`config.mk`:
```
export PLATFORM = sky130hd
export DESIGN_NAME = tw_pattern_gen
export DESIGN_NICKNAME = d
export VERILOG_FILES = /design/src/rtl/tw_pkg.sv /design/src/rtl/tw_sess_ctrl.sv /design/src/rtl/tw_weight_dec.sv /design/src/rtl/tw_acc_cell.sv /design/src/rtl/tw_pattern_gen.sv
export SDC_FILE = /design/constraint.sdc
export NUM_CORES = 1
export LEC_CHECK = 0
export BUFFER_PORTS_ARGS = -buffer_cell sky130_fd_sc_hd__buf_2
export CORE_ASPECT_RATIO = 1.75
export CORE_UTILIZATION = 55
export CTS_BUF_LIST = sky130_fd_sc_hd__clkbuf_2 sky130_fd_sc_hd__clkbuf_4 sky130_fd_sc_hd__clkbuf_8
export DETAILED_ROUTE_END_ITERATION = 10
export PLACE_DENSITY_LB_ADDON = 0.1
export SETUP_SLACK_MARGIN = 0.3
export SYNTH_ARGS = -nofsm -noshare
export SYNTH_HDL_FRONTEND = slang
export SYNTH_SLANG_ARGS = --single-unit
```
`constraint.sdc`:
```
create_clock -name clk_i -period 5.75 [get_ports clk_i]
set_input_delay 1.15 -clock clk_i [delete_from_list [all_inputs] [get_ports clk_i]]
set_output_delay 1.15 -clock clk_i [all_outputs]
set_load 0.01 [all_outputs]
```
`src/rtl/tw_pkg.sv`:
```
package tw_pkg;
  typedef enum logic [1:0] {
    ST_IDLE = 2'd0,
    ST_RUN  = 2'd1,
    ST_DONE = 2'd2
  } tw_state_e;
endpackage

```
`src/rtl/tw_sess_ctrl.sv`:
```
module tw_sess_ctrl import tw_pkg::*; #(
  parameter int NUM_SESS = 2,
  parameter int LEN_W    = 8,
  parameter int SESS_W   = 1
) (
  input  logic              clk_i,
  input  logic              rst_ni,
  input  logic              start_i,
  input  logic [LEN_W-1:0]  sess_len_i,
  output logic              upd_o,
  output logic              load_o,
  output logic [SESS_W-1:0] upd_sess_o,
  output logic [SESS_W-1:0] cur_sess_o,
  output logic              run_o,
  output logic              done_o
);
  localparam logic [SESS_W-1:0] LAST_SESS = SESS_W'(NUM_SESS - 1);

  tw_state_e         state_q, state_d;
  logic [SESS_W-1:0] sess_q, sess_d;
  logic [LEN_W-1:0]  cnt_q, cnt_d, len_q, len_d;
  logic              running, last_cyc, last_sess, load, adv, step;

  assign running   = (state_q == ST_RUN);
  assign last_cyc  = (cnt_q == LEN_W'(len_q - LEN_W'(1)));
  assign last_sess = (sess_q == LAST_SESS);
  assign load      = start_i && !running;
  assign adv       = running && last_cyc && !last_sess;
  assign step      = running && !last_cyc;

  always_comb begin
    state_d = state_q;
    sess_d  = sess_q;
    cnt_d   = cnt_q;
    len_d   = len_q;
    if (load) begin
      state_d = ST_RUN;
      sess_d  = '0;
      cnt_d   = '0;
      len_d   = (sess_len_i == '0) ? LEN_W'(1) : sess_len_i;
    end else if (step) begin
      cnt_d = cnt_q + LEN_W'(1);
    end else if (adv) begin
      sess_d = sess_q + SESS_W'(1);
      cnt_d  = '0;
    end else if (running) begin
      state_d = ST_DONE;
    end
  end

  always_ff @(posedge clk_i or negedge rst_ni) begin
    if (!rst_ni) begin
      state_q <= ST_IDLE;
      sess_q  <= '0;
      cnt_q   <= '0;
      len_q   <= LEN_W'(1);
    end else begin
      state_q <= state_d;
      sess_q  <= sess_d;
      cnt_q   <= cnt_d;
      len_q   <= len_d;
    end
  end

  assign upd_o      = load || adv || step;
  assign load_o     = load;
  assign upd_sess_o = load ? '0 : (adv ? sess_q + SESS_W'(1) : sess_q);
  assign cur_sess_o = sess_q;
  assign run_o      = running;
  assign done_o     = (state_q == ST_DONE);
endmodule

```
`src/rtl/tw_weight_dec.sv`:
```
module tw_weight_dec #(
  parameter int                         WIDTH     = 5,
  parameter int                         NUM_SESS  = 2,
  parameter int                         SESS_W    = 1,
  parameter logic [NUM_SESS*WIDTH-1:0]  ONE_MASK  = '0,
  parameter logic [NUM_SESS*WIDTH-1:0]  ZERO_MASK = '0
) (
  input  logic [SESS_W-1:0] sess_i,
  output logic [WIDTH-1:0]  set_o,
  output logic [WIDTH-1:0]  clr_o
);
  logic [WIDTH-1:0] one_tab  [NUM_SESS];
  logic [WIDTH-1:0] zero_tab [NUM_SESS];

  for (genvar s = 0; s < NUM_SESS; s++) begin : g_tab
    assign one_tab[s]  = ONE_MASK[s*WIDTH +: WIDTH];
    assign zero_tab[s] = ZERO_MASK[s*WIDTH +: WIDTH] & ~ONE_MASK[s*WIDTH +: WIDTH];
  end

  always_comb begin
    set_o = '0;
    clr_o = '0;
    for (int s = 0; s < NUM_SESS; s++) begin
      if (sess_i == SESS_W'(s)) begin
        set_o = one_tab[s];
        clr_o = zero_tab[s];
      end
    end
  end
endmodule

```
`src/rtl/tw_acc_cell.sv`:
```
module tw_acc_cell #(
  parameter logic A_INIT = 1'b0,
  parameter logic B_INIT = 1'b0
) (
  input  logic clk_i,
  input  logic rst_ni,
  input  logic upd_i,
  input  logic load_i,
  input  logic set_i,   // A set, B clear
  input  logic clr_i,   // A clear, B set
  input  logic cin_i,
  output logic cout_o,
  output logic a_o
);
  logic a_q, b_q, sum;

  // unmodified full adder
  assign sum    = a_q ^ b_q ^ cin_i;
  assign cout_o = (a_q & b_q) | (cin_i & (a_q ^ b_q));

  always_ff @(posedge clk_i or negedge rst_ni) begin
    if (!rst_ni) begin
      a_q <= A_INIT;
      b_q <= B_INIT;
    end else if (upd_i) begin
      if (set_i) begin
        a_q <= 1'b1;
        b_q <= 1'b0;
      end else if (clr_i) begin
        a_q <= 1'b0;
        b_q <= 1'b1;
      end else begin
        a_q <= load_i ? A_INIT : sum;
        b_q <= B_INIT;
      end
    end
  end

  assign a_o = a_q;
endmodule

```
`src/rtl/tw_pattern_gen.sv`:
```
module tw_pattern_gen #(
  parameter int                         WIDTH     = 5,
  parameter int                         NUM_SESS  = 2,
  parameter int                         LEN_W     = 8,
  parameter logic [NUM_SESS*WIDTH-1:0]  ONE_MASK  = {5'b00010, 5'b00101},
  parameter logic [NUM_SESS*WIDTH-1:0]  ZERO_MASK = {5'b00101, 5'b00000},
  parameter logic [WIDTH-1:0]           A_SEED    = 5'b01001,
  parameter logic [WIDTH-1:0]           B_SEED    = 5'b10111
) (
  input  logic             clk_i,
  input  logic             rst_ni,
  input  logic             start_i,
  input  logic [LEN_W-1:0] sess_len_i,
  output logic [WIDTH-1:0] pattern_o,
  output logic             done_o
);
  localparam int SESS_W = (NUM_SESS > 1) ? $clog2(NUM_SESS) : 1;

  logic              upd_w, load_w, run_w;
  logic [SESS_W-1:0] upd_sess_w, cur_sess_w;
  logic [WIDTH-1:0]  set_w, clr_w;
  logic [WIDTH:0]    carry;

  tw_sess_ctrl #(
    .NUM_SESS(NUM_SESS), .LEN_W(LEN_W), .SESS_W(SESS_W)
  ) u_ctrl (
    .clk_i(clk_i), .rst_ni(rst_ni), .start_i(start_i), .sess_len_i(sess_len_i),
    .upd_o(upd_w), .load_o(load_w), .upd_sess_o(upd_sess_w),
    .cur_sess_o(cur_sess_w), .run_o(run_w), .done_o(done_o)
  );

  tw_weight_dec #(
    .WIDTH(WIDTH), .NUM_SESS(NUM_SESS), .SESS_W(SESS_W),
    .ONE_MASK(ONE_MASK), .ZERO_MASK(ZERO_MASK)
  ) u_dec (
    .sess_i(upd_sess_w), .set_o(set_w), .clr_o(clr_w)
  );

  assign carry[0] = 1'b0;

  for (genvar i = 0; i < WIDTH; i++) begin : g_cell
    tw_acc_cell #(.A_INIT(A_SEED[i]), .B_INIT(B_SEED[i])) u_cell (
      .clk_i(clk_i), .rst_ni(rst_ni), .upd_i(upd_w), .load_i(load_w),
      .set_i(set_w[i]), .clr_i(clr_w[i]), .cin_i(carry[i]),
      .cout_o(carry[i+1]), .a_o(pattern_o[i])
    );
  end

  logic unused_w;
  assign unused_w = carry[WIDTH];
endmodule

```
# Word-level counts from Yosys, hierarchy flattened
# Cells that the tools add are included.
# word_totals
reg_bits	29
latchBits	0
ramBits	0
romBits	0
inputBits	11
out_inout_bits	6
word_cells	89
memories	0
# op_classes
addsub	3
multipliers	0
n_div	0
order_cmp	0
eq_ne	5
n_shift	0
mux	35
n_bitwise	19
reduce_logical	13
# op_table
op	count
8-bit 2-to-1 mux	4
1-bit 2-to-1 mux	25
1-bit XOR	9
8-bit by 1-bit adder with 8-bit output (second input constant)	1
8-bit == test	1
8-bit logical NOT	1
2-bit 2-to-1 mux	4
8-bit by 1-bit subtractor with 8-bit output (second input constant)	1
1-bit AND	7
3-bit 2-to-1 mux	2
1-bit logical AND	4
2-bit by 1-bit != test with 1-bit output (second input constant)	2
1-bit logical NOT	3
1-bit OR	3
3-bit AND reduction	1
3-bit nonzero test	1
2-bit by 1-bit == test with 1-bit output (second input constant)	1
2-bit == test (second input constant)	1
1-bit logical OR	2
2-bit nonzero test	1
1-bit adder (second input constant)	1

# Logic depth before layout (Yosys ltp)
# Gate-level depths: netlist (run 1).
# depth
word_depth	11
depth_mapped	10
depth_no_buf	8

# By module
# Synthesis (run 1) repeated with hierarchy kept, for this count alone.
# hier_totals
cells_unflattened	188
hier_area_um2	1938.1
# by_module_without_submodules
module	n_inst	cells_each	area_each_um2	seq_area_each_um2
tw_sess_ctrl	1	126	1293.7	476.7
tw_acc_cell at g_cell[1].u_cell ...	3	11	116.4	51.3
tw_acc_cell at g_cell[0].u_cell	1	8	108.9	52.6
tw_acc_cell at g_cell[3].u_cell	1	9	107.6	51.3
tw_weight_dec	1	11	75.1	0.0
tw_pattern_gen	1	1	3.8	0.0

# Least setup slack after synthesis (run 1)
# No wires, ideal clock.
# synth_timing
path_kind	reg-to-reg
start	register u_ctrl.len_q[0]
end	register u_ctrl.cnt_q[3]
t_arrival_ps	2278
setup_slack_ps	3352
path_stages_with_launch	10
path_buffers	1
path_cell_list	dfstp_2 -> inv_1 -> ha_1 -> clkbuf_1 -> xnor3_1 -> a32oi_1 -> a2111oi_4 -> o21ai_2 -> mux2_2 -> a31o_1
# synth_between
elab_chain_cells	6
elab_cells_between_ends	9
classes_between	add/sub (1); eq/ne (1); mux (2); reduce/logical (5)
# synth_rtl
element	line_no	rtl
from (decl)	tw_sess_ctrl.sv:21	logic [LEN_W-1:0] cnt_q, cnt_d, len_q, len_d;
from (signal assigned)	tw_sess_ctrl.sv:61	len_q <= len_d;
8-bit by 1-bit subtractor with 8-bit output *	tw_sess_ctrl.sv:25	assign last_cyc = (cnt_q == LEN_W'(len_q - LEN_W'(1)));
8-bit == test *	tw_sess_ctrl.sv:25	
1-bit logical NOT	tw_sess_ctrl.sv:29	assign step = running && !last_cyc;
1-bit logical AND	tw_sess_ctrl.sv:29	
8-bit 2-to-1 mux	tw_sess_ctrl.sv:41	end else if (step) begin
8-bit 2-to-1 mux	tw_sess_ctrl.sv:36	if (load) begin
to (signal assigned)	tw_sess_ctrl.sv:60	cnt_q <= cnt_d;
to (decl)	tw_sess_ctrl.sv:21	
# Every way passes the cells marked *; elsewhere a longest branch is shown, timed or not.
# A chain may end at the register's enable or synchronous reset.

# Worst setup path after layout (run 1)
# Ends and elaborated chain as after synthesis.

==> reports/summary.txt, run 1 <==
STATUS
-------------------------------------------------------------------------------------
Result of the run                                                           completed

GRT
-------------------------------------------------------------------------------------
Global-route wire length before repair                                       5.602 mm
Total overflow reported by the global router                                        0
GRT Resource Usage Total                                                       23.59%
Initial antenna violation count                                                     0
Via count of the first global-routing pass                                       1242
Largest net degree at the start of global routing                                  26

LAYOUT
-------------------------------------------------------------------------------------
Layout overhead on the synthesized area                                        6.113%
Final net count                                                                   184
Most common library cell in the layout ignoring fill and taps                 dfrtp_1
Count of inserted antenna diode cells                                               0
Ratio of cells with drive above 1 in the final layout                          25.75%
Layout filler cell count                                                          255
Leading cell types in the layout, fill and taps excluded                 dfrtp_1, buf_2, nand2_1

DRT
-------------------------------------------------------------------------------------
DRT Wirelength                                                               3.255 mm
Remaining antenna violation count                                                   0
Router iterations before antenna repair                                             4
Number of DRC violations after detailed routing                                     0
Average detailed-routed wire length per instance                             16.78 um
DRC violation total after the first TritonRoute iteration                          63
Via/cell ratio                                                                  6.392
Total via count in the routed design                                             1240

CLOCKING
-------------------------------------------------------------------------------------
Total of cells resized after clock tree synthesis                                   0
Clock tree from TritonCTS                                                        done
Master cell of the clock root buffer                                         clkbuf_8
Setup Fix Bufs, Post-CTS                                                            0
Max Root-Sink Buffers                                                               2
Number of levels in the clock H-tree                                                1
Clock tree sinks                                                                   25
Hold-fix buffer count after cts                                                     0
Later-pin clock latency in the skew report                                    0.27 ns
Clock-pin slew of the registers on the worst-case setup and hold paths        0.08 ns
Number of buffers added by the clock tree synthesis step                            3

TIMING
-------------------------------------------------------------------------------------
Normalized max-slew margin                                                     60.98%
Count of endpoints failing hold in the final timing report                          0
Post-Route Setup TNS                                                             0 ns
Final worst path period share                                                  43.48%
Worst-margin pin slew                                                       0.5832 ns
Final critical path time including I/O delays and setup                      2.500 ns
Number of pins with negative max-slew slack in the final report                     0
Endpoints failing setup                                                             0
Setup repair after global routing missed its margin                             false
Max Clock Skew                                                            0.002227 ns
FMAX                                                                        400.0 MHz
Worst hold margin                                                           0.4851 ns

FLOORPLANNING
-------------------------------------------------------------------------------------
Horizontal die dimension                                                     42.73 um
Area of the core                                                         0.002721 mm^2
Standard-cell rows                                                                 25
Height of the chip                                                           73.27 um
Starting density of the core                                                   58.67%
Total Die Area                                                           0.003130 mm^2
I/O pin count                                                                      17

PLACE
-------------------------------------------------------------------------------------
Dpl hpwl                                                                     2.420 mm
Buffers on Ports                                                                   16
Final weighted congestion in routability-driven placement                      0.8693

SETUP PATH
-------------------------------------------------------------------------------------
Crit Path Category                                                       register to register
Worst EP required                                                             5.91 ns
Crit. End Element                                                            register
Data arrival, critical path                                                   2.66 ns
Largest fanout on the critical path                                                 9
Kind of start point of the critical path                                     register

SYNTH
-------------------------------------------------------------------------------------
Synthesized area divided by synthesized cell count                         10.10 um^2
Post-synthesis sequential area ratio                                           39.50%
Net count after synthesis                                                         174
Flip-flop and latch count after synthesis                                          25
Number of enable-type register cells in the synthesized netlist                     0
Area of the mapped netlist                                               0.001597 mm^2
Number of distinct library cells after synthesis                                   45
Async set-reset flop share out of synthesis                                    100.0%
Number of instances in the synthesized netlist                                    158
Synth Flop Type                                                               dfrtp_1
Ys Warns                                                                            0

POWER AND IR DROP
-------------------------------------------------------------------------------------
Leakage power                                                               0.7375 nW
Peak supply drop                                                            0.2855 mV
Power density relative to cell area                                      550.2 mW/mm^2
Post-route total power                                                      0.9321 mW

WORST HOLD PATH
-------------------------------------------------------------------------------------
Hold crit path type                                                      register to register

FLOW RUN
-------------------------------------------------------------------------------------
Max-cap viol count                                                                  0

-- kinds of logic after synthesis --
kind of cell	count (synthesis)	synth area share (%)
adder cells (fa/ha/maj)	5	4.389
AO/OA/AOI/OAI	43	21.63
buffers and inverters	21	6.661
flip-flops	25	39.50
AND/OR/NAND/NOR	42	12.93
XOR/XNOR	9	5.799
multiplexers	13	9.091
-- stage by stage --
stage	cell area, um^2	std cells	utilization (%)	worst slack, ns
finish	1694	194	62.25	3.250
global route	1694	194	62.25	3.048
CTS	1694	194	62.25	3.244
detailed placement	1645	190	60.46	3.250
global placement	1645	190	60.46	3.320
floorplan	1597	158	-	3.352
-- path summary, 6_finish.rpt --
check                                startpoint  cells past startpoint  slack [ns]                    to
min reg2reg                g_cell[0].u_cell.b_q                      2        0.49  g_cell[0].u_cell.b_q
max reg2reg                     u_ctrl.len_q[0]                      8        3.25       u_ctrl.cnt_q[3]
max                             u_ctrl.len_q[0]                      8        3.25       u_ctrl.cnt_q[3]
min                        g_cell[0].u_cell.b_q                      2        0.49  g_cell[0].u_cell.b_q
max in group asynchronous                rst_ni                      1        4.51  g_cell[0].u_cell.a_o
min in group asynchronous                rst_ni                      1        0.86       u_ctrl.len_q[1]
-- layout make-up --
type	count	area (um^2)	area share, %
clock buffers	4	48.80	2.880
repair buffers	17	87.58	5.170
well taps	27	33.78	1.994
inverters	9	33.78	1.994
flip-flops and latches	25	630.6	37.22
multi-input cells	112	859.6	50.74
-- routing by layer --
layer | global-route usage, % | wire (um) | part of all wire, % | up-vias
met5 | 0 | 0 | 0 | -
li1 | - | - | - | 594
met4 | 11.81 | 82 | 2.5 | 0
met2 | 43.60 | 1798 | 55 | 33
met3 | 2.948 | 125 | 3.8 | 6
met1 | 25.52 | 1248 | 38 | 607
-- worst max-delay path: stages (launching register included) --
cell and delay, ns:
dfstp_2 0.59, inv_1 0.07, ha_1 0.29, o21bai_1 0.20, a211o_1 0.31, a21oi_1 0.20, o21ai_2 0.19, mux2_2 0.32
a31o_1 0.22
-- power by group --
group / leakage (nW) / internal, mW / switching (mW)
registers: 0.296 / 0.268 / 0.119
logic: 0.416 / 0.228 / 0.209
clock network: 0.0262 / 0.0543 / 0.0539
-- cell usage after synthesis, types with 2 or more instances --
library cell	count	area [um^2]
dfrtp_1	21	525.5
nand2_1	14	52.55
mux2_2	12	135.1
inv_1	9	33.78
a21oi_1	8	40.04
a21o_1	6	45.04
nand3_1	6	30.03
nor2_1	6	22.52
xnor2_1	6	52.55
a31o_1	5	43.79
buf_4	5	37.54
clkbuf_1	5	18.77
nor3_1	5	25.02
o41ai_1	5	43.79
dfstp_2	4	105.1
ha_1	4	50.05
a32oi_1	2	17.52
nand2b_1	2	12.51
nand4_1	2	12.51
o21ai_0	2	10.01
o22a_1	2	17.52
o31ai_1	2	15.01
or2_2	2	12.51
xor2_1	2	17.52
-- flip-flops by register name, summed over array words and instances (netlist names) --
name / flops
g_cell.u_cell.a_o: 5
g_cell.u_cell.b_q: 1
u_ctrl.cnt_q: 8
u_ctrl.cur_sess_o: 1
u_ctrl.len_q: 8
u_ctrl.state_q: 2
Power figures use the tool's default switching activity.
==> inputs of run 2 (changes only) <==
- CORE_UTILIZATION: 55 -> 54
- clock period: 5.75 -> 2.05 ns (I/O delays scaled with it)
==> run 2 against run 1 <==
  * The flow now finishes with violations (setup timing)
  * Sequential cell count stayed put
  * Critical path type unchanged
  * Largest cell class unchanged
  * Final cell count is 9.8% higher
  * Worst setup slack worse by 3.5 ns
==> reports/summary.txt, run 2 (synthesis results as in run 1) <==
GRT
-------------------------------------------------------------------------------------
GRT Resource Usage Total                                                       26.05%
Via count of the first global-routing pass                                       1374
Largest net degree at the start of global routing                                  26
Global-route wire length before repair                                       6.327 mm
Initial antenna violation count                                                     0
Total overflow reported by the global router                                        0

FLOORPLANNING
-------------------------------------------------------------------------------------
Starting density of the core                                                   58.00%
Standard-cell rows                                                                 25
Horizontal die dimension                                                     43.10 um
I/O pin count                                                                      17
Height of the chip                                                           73.93 um
Total Die Area                                                           0.003186 mm^2
Area of the core                                                         0.002753 mm^2

SETUP PATH
-------------------------------------------------------------------------------------
Crit Path Category                                                       register to register
Largest fanout on the critical path                                                 6
Kind of start point of the critical path                                     register
Worst EP required                                                             2.22 ns
Crit. End Element                                                            register
Worst Reg-to-Reg Cells                                                              8
Critical register-to-register path startpoint                            u_ctrl.len_q[0]
Data arrival, critical path                                                   2.52 ns
Capturing point of the worst reg2reg path                                u_ctrl.cnt_q[4]
Worst reg2reg setup slack                                                    -0.30 ns

DRT
-------------------------------------------------------------------------------------
Total via count in the routed design                                             1337
DRT Wirelength                                                               3.676 mm
Via/cell ratio                                                                  6.277
Average detailed-routed wire length per instance                             17.26 um
Router iterations before antenna repair                                             4
Number of DRC violations after detailed routing                                     0
DRC violation total after the first TritonRoute iteration                          36
Remaining antenna violation count                                                   0

TIMING
-------------------------------------------------------------------------------------
Max Clock Skew                                                            0.002040 ns
Final worst path period share                                                  114.6%
FMAX                                                                        425.7 MHz
Worst path setup slack after routing                                       -0.2988 ns
Post-Route Setup TNS                                                        -3.420 ns
Endpoints failing setup                                                            17
Final critical path time including I/O delays and setup                      2.349 ns
Setup repair after global routing missed its margin                              true
Number of pins with negative max-slew slack in the final report                     0
Normalized max-slew margin                                                     62.23%
Count of endpoints failing hold in the final timing report                          0
Worst-margin pin slew                                                       0.5665 ns

STATUS
-------------------------------------------------------------------------------------
Result of the run                                                        complete, but fails checks
Violated checks                                                          setup timing

PLACE
-------------------------------------------------------------------------------------
Final weighted congestion in routability-driven placement                      0.8502
Buffers on Ports                                                                   16
Dpl hpwl                                                                     2.790 mm

LAYOUT
-------------------------------------------------------------------------------------
Final net count                                                                   203
Layout filler cell count                                                          222
Layout overhead on the synthesized area                                        21.94%
Final core utilization                                                         70.73%
Ratio of cells with drive above 1 in the final layout                          38.71%
Most common library cell in the layout ignoring fill and taps                 dfrtp_1
Count of inserted antenna diode cells                                               0
Leading cell types in the layout, fill and taps excluded                 dfrtp_1, buf_4, buf_2

CLOCKING
-------------------------------------------------------------------------------------
Clock-pin slew of the registers on the worst-case setup and hold paths        0.09 ns
Number of buffers added by the clock tree synthesis step                            3
Clock tree sinks                                                                   25
Max Root-Sink Buffers                                                               2
Clock tree from TritonCTS                                                        done
Number of levels in the clock H-tree                                                1
Master cell of the clock root buffer                                         clkbuf_8
Later-pin clock latency in the skew report                                    0.27 ns

POWER AND IR DROP
-------------------------------------------------------------------------------------
Leakage power                                                               0.8617 nW
Power density relative to cell area                                      1541 mW/mm^2
Peak supply drop                                                            0.9399 mV

FLOW RUN
-------------------------------------------------------------------------------------
Max-cap viol count                                                                  0

WORST HOLD PATH
-------------------------------------------------------------------------------------
Hold crit path type                                                      input port to async pin

## run 2: final cells by class
class	count	area, um^2	area share [%]
tap	27	33.78	1.735
clock buffer	3	41.29	2.121
timing repair buffer	36	246.5	12.66
multi-input combinational	112	953.4	48.97
sequential	25	630.6	32.39
clock inverter	1	7.507	0.3856
inverter	9	33.78	1.735
## run 2: worst max path at each step
stage	startpoint	endpoint	slack, ns	depth (start not counted)
after floorplan	u_ctrl.len_q[0]	u_ctrl.cnt_q[7]	-0.32	9
after global placement	u_ctrl.len_q[0]	g_cell[2].u_cell.a_o	-0.28	9
after detailed placement	u_ctrl.len_q[0]	g_cell[2].u_cell.a_o	-0.33	9
after CTS	u_ctrl.len_q[0]	u_ctrl.cnt_q[4]	-0.31	8
after global routing	u_ctrl.len_q[0]	u_ctrl.cnt_q[4]	-0.38	8
final	u_ctrl.len_q[0]	u_ctrl.cnt_q[4]	-0.30	8
## run 2: routing by layer
layer | track usage (%) | wire (um) | share of wire [%]
met1 | 28.98 | 1366 | 37
met2 | 49.59 | 2182 | 59
met3 | 3.155 | 80 | 2.2
met4 | 9.091 | 47 | 1.3
met5 | 0 | 0 | 0
## run 2: worst max-delay path: stages (launching register included)
cell and delay (ns):
dfstp_2 0.55, inv_2 0.05, ha_4 0.23, xnor2_1 0.11, a311o_1 0.30, a2111oi_4 0.29, o21ai_4 0.17, mux2_4 0.33
a31o_1 0.22
## run 2: where the power goes
part | switching, mW | total [mW] | internal, mW
combinational | 0.781 | 1.67 | 0.891
sequential | 0.272 | 1.02 | 0.751
clock | 0.169 | 0.307 | 0.138
total | 1.22 | 3.00 | 1.78
## run 2: per-stage QoR
| step | cells | hold WS (ns) | worst slack (ns) | power (mW) | instance area (um^2) |
|---|---|---|---|---|---|
| 2_1_floorplan | 158 | 0.1144 | -0.3166 | 2.180 | 1657 |
| 3_3_place_gp | 208 | 0.4326 | -0.2798 | 2.562 | 1843 |
| 3_5_place_dp | 208 | 0.4414 | -0.3331 | 2.638 | 1843 |
| 4_1_cts | 212 | 0.1424 | -0.3063 | 2.997 | 1928 |
| 5_1_grt | 213 | 0.1690 | -0.3842 | 3.234 | 1947 |
| 6_report | 213 | 0.1139 | -0.2988 | 3.001 | 1947 |
## run 2: repair_timing
item                                    CTS  global route
endpoints found under the setup margin   17            17
buffers inserted                          0             1
resized for setup                         7             2
pin swaps                                 1             0
hold buffers                              0             0
==> inputs of run 3 (changes only) <==
- PLACE_DENSITY: unset -> 0.77
- PLACE_DENSITY_LB_ADDON: 0.1 -> unset
==> run 3 against run 2 <==
  * The flow still finishes with violations (setup timing)
  * Final area shrank 0.19%
  * Non-clock buffer count is the same
  * Clock-buffer cell count is the same
  * Worst setup slack lost 0.028 ns
  * Final cell count is the same
  * Sequential share of layout area grew 0.063 points
  * Worst hold slack gained 0.0050 ns
  * Power grew 0.86%
  * Critical path type unchanged
  * Critical endpoint is now u_ctrl.cnt_q[7]
  * Largest cell class unchanged
==> reports/summary.txt, run 3 (synthesis results as in run 1) <==
DRT
-------------------------------------------------------------------------------------
DRC violation total after the first TritonRoute iteration                          56
DRT Wirelength                                                               3.754 mm
Via/cell ratio                                                                  6.268
Number of DRC violations after detailed routing                                     0
Total via count in the routed design                                             1335
Remaining antenna violation count                                                   0
Router iterations before antenna repair                                             4
Average detailed-routed wire length per instance                             17.62 um

LAYOUT
-------------------------------------------------------------------------------------
Ratio of cells with drive above 1 in the final layout                          39.25%
Cell area after layout                                                   0.001943 mm^2
Count of inserted antenna diode cells                                               0
Leading cell types in the layout, fill and taps excluded                 dfrtp_1, buf_4, buf_2
Final core utilization                                                         70.59%
Layout overhead on the synthesized area                                        21.71%
Non-filler instance count after layout                                            213
Layout filler cell count                                                          213
Most common library cell in the layout ignoring fill and taps                 dfrtp_1
Final net count                                                                   203

SETUP PATH
-------------------------------------------------------------------------------------
Startpoint of the worst setup timing path                                u_ctrl.len_q[0]
Worst Reg-to-Reg Cells                                                              8
Kind of start point of the critical path                                     register
Crit. End Element                                                            register
Crit Path Category                                                       register to register
Data arrival, critical path                                                   2.55 ns
Critical register-to-register path startpoint                            u_ctrl.len_q[0]
Worst reg2reg setup slack                                                    -0.33 ns
Capturing point of the worst reg2reg path                                u_ctrl.cnt_q[7]
Termination of the worst setup path                                      u_ctrl.cnt_q[7]
Largest fanout on the critical path                                                 6
Worst EP required                                                             2.22 ns

POWER AND IR DROP
-------------------------------------------------------------------------------------
Internal power consumption                                                   1.781 mW
Leakage power                                                               0.8646 nW
Switching Fraction                                                             41.15%
Reported net switching power                                                 1.245 mW
Clock network fraction of design power                                          10.1%
Fraction of power consumed by sequential logic                                  33.8%
Peak supply drop                                                             1.125 mV
Power density relative to cell area                                      1558 mW/mm^2
Comb power frac                                                                 56.2%

TIMING
-------------------------------------------------------------------------------------
Endpoints failing setup                                                            17
Worst path setup slack after routing                                       -0.3266 ns
Normalized max-slew margin                                                     61.75%
Final worst path period share                                                  115.9%
Final critical path time including I/O delays and setup                      2.377 ns
Count of endpoints failing hold in the final timing report                          0
Setup repair after global routing missed its margin                              true
Number of pins with negative max-slew slack in the final report                     0
Max Clock Skew                                                            0.002408 ns
FMAX                                                                        420.8 MHz
Worst hold margin                                                           0.1188 ns
Worst-margin pin slew                                                       0.5738 ns

STATUS
-------------------------------------------------------------------------------------
Violated checks                                                          setup timing
Result of the run                                                        complete, but fails checks

CLOCKING
-------------------------------------------------------------------------------------
Clock-pin slew of the registers on the worst-case setup and hold paths        0.09 ns
Clock tree from TritonCTS                                                        done
Number of levels in the clock H-tree                                                1
Max Root-Sink Buffers                                                               2
Clock tree sinks                                                                   25
Hold-fix buffer count after cts                                                     0
Number of buffers added by the clock tree synthesis step                            3
Master cell of the clock root buffer                                         clkbuf_8
Later-pin clock latency in the skew report                                    0.28 ns

GRT
-------------------------------------------------------------------------------------
Largest net degree at the start of global routing                                  26
Initial antenna violation count                                                     0
Total overflow reported by the global router                                        0
Via count of the first global-routing pass                                       1302
GRT Resource Usage Total                                                       25.12%
Global-route wire length before repair                                       5.920 mm

PLACE
-------------------------------------------------------------------------------------
Dpl hpwl                                                                     2.812 mm
Final weighted congestion in routability-driven placement                      0.8791
Placed instance count                                                             208
Total placed instance area                                               0.001831 mm^2
Buffers on Ports                                                                   16

FLOORPLANNING
-------------------------------------------------------------------------------------
Height of the chip                                                           73.93 um
I/O pin count                                                                      17
Standard-cell rows                                                                 25
Starting density of the core                                                   58.00%
Total Die Area                                                           0.003186 mm^2
Area of the core                                                         0.002753 mm^2
Horizontal die dimension                                                     43.10 um

FLOW RUN
-------------------------------------------------------------------------------------
Max-cap viol count                                                                  0

WORST HOLD PATH
-------------------------------------------------------------------------------------
Hold crit path type                                                      input port to async pin

[run 3: layer usage]
metal	GRT usage [%]	vias to the layer above	part of all wire [%]
met1	25.87	667	38
met4	9.764	0	1.7
met5	0	-	0
met3	3.155	7	2.1
met2	49.42	27	58
li1	-	634	-
[run 3: worst min-delay path by stage]
stage	start	end	slack, ns	depth (start not counted)
after floorplan	rst_ni	g_cell[1].u_cell.a_o	0.11	0
after global placement	rst_ni	u_ctrl.cnt_q[2]	0.43	1
after detailed placement	rst_ni	u_ctrl.cnt_q[2]	0.44	1
after CTS	rst_ni	u_ctrl.cnt_q[6]	0.14	1
after global routing	rst_ni	u_ctrl.cnt_q[3]	0.17	1
final	rst_ni	u_ctrl.cnt_q[0]	0.12	1
[run 3: final cells by class]
type	count	area, um^2	share of cell area [%]
clock buffer	3	41.29	2.125
clock inverter	1	7.507	0.3863
inverter	9	33.78	1.739
multi-input combinational	112	954.7	49.13
sequential	25	630.6	32.45
tap	27	33.78	1.739
timing repair buffer	36	241.5	12.43
[run 3: what timing repair did]
action,4_1_cts,5_1_grt
resized for setup,6,5
setup buffers,1,0
endpoints found under the setup margin,17,17
[run 3: power groups by stage]
stage / Clock (mW) / Combinational, mW / Sequential, mW
after floorplan: 0 / 1.22 / 0.960
after global placement: 0 / 1.53 / 1.01
after detailed placement: 0 / 1.62 / 1.03
after CTS: 0.311 / 1.67 / 1.02
after global routing: 0.325 / 1.84 / 1.05
final: 0.305 / 1.70 / 1.02
[run 3: metrics by stage]
step	power [mW]	setup TNS (ns)	worst slack (ns)
after floorplan	2.180	-3.840	-0.3166
after global placement	2.543	-3.632	-0.2737
after detailed placement	2.649	-4.821	-0.3451
after CTS	3.005	-4.263	-0.3186
after global routing	3.216	-5.833	-0.4119
final	3.027	-4.283	-0.3266
[run 3: critical path, stage by stage, from the launching register on]
cell and delay (ns):
dfstp_2 0.54, inv_2 0.05, ha_4 0.23, xnor2_1 0.13
a311o_1 0.31, a2111oi_4 0.28, o21ai_4 0.17, mux2_4 0.33
a31o_1 0.23
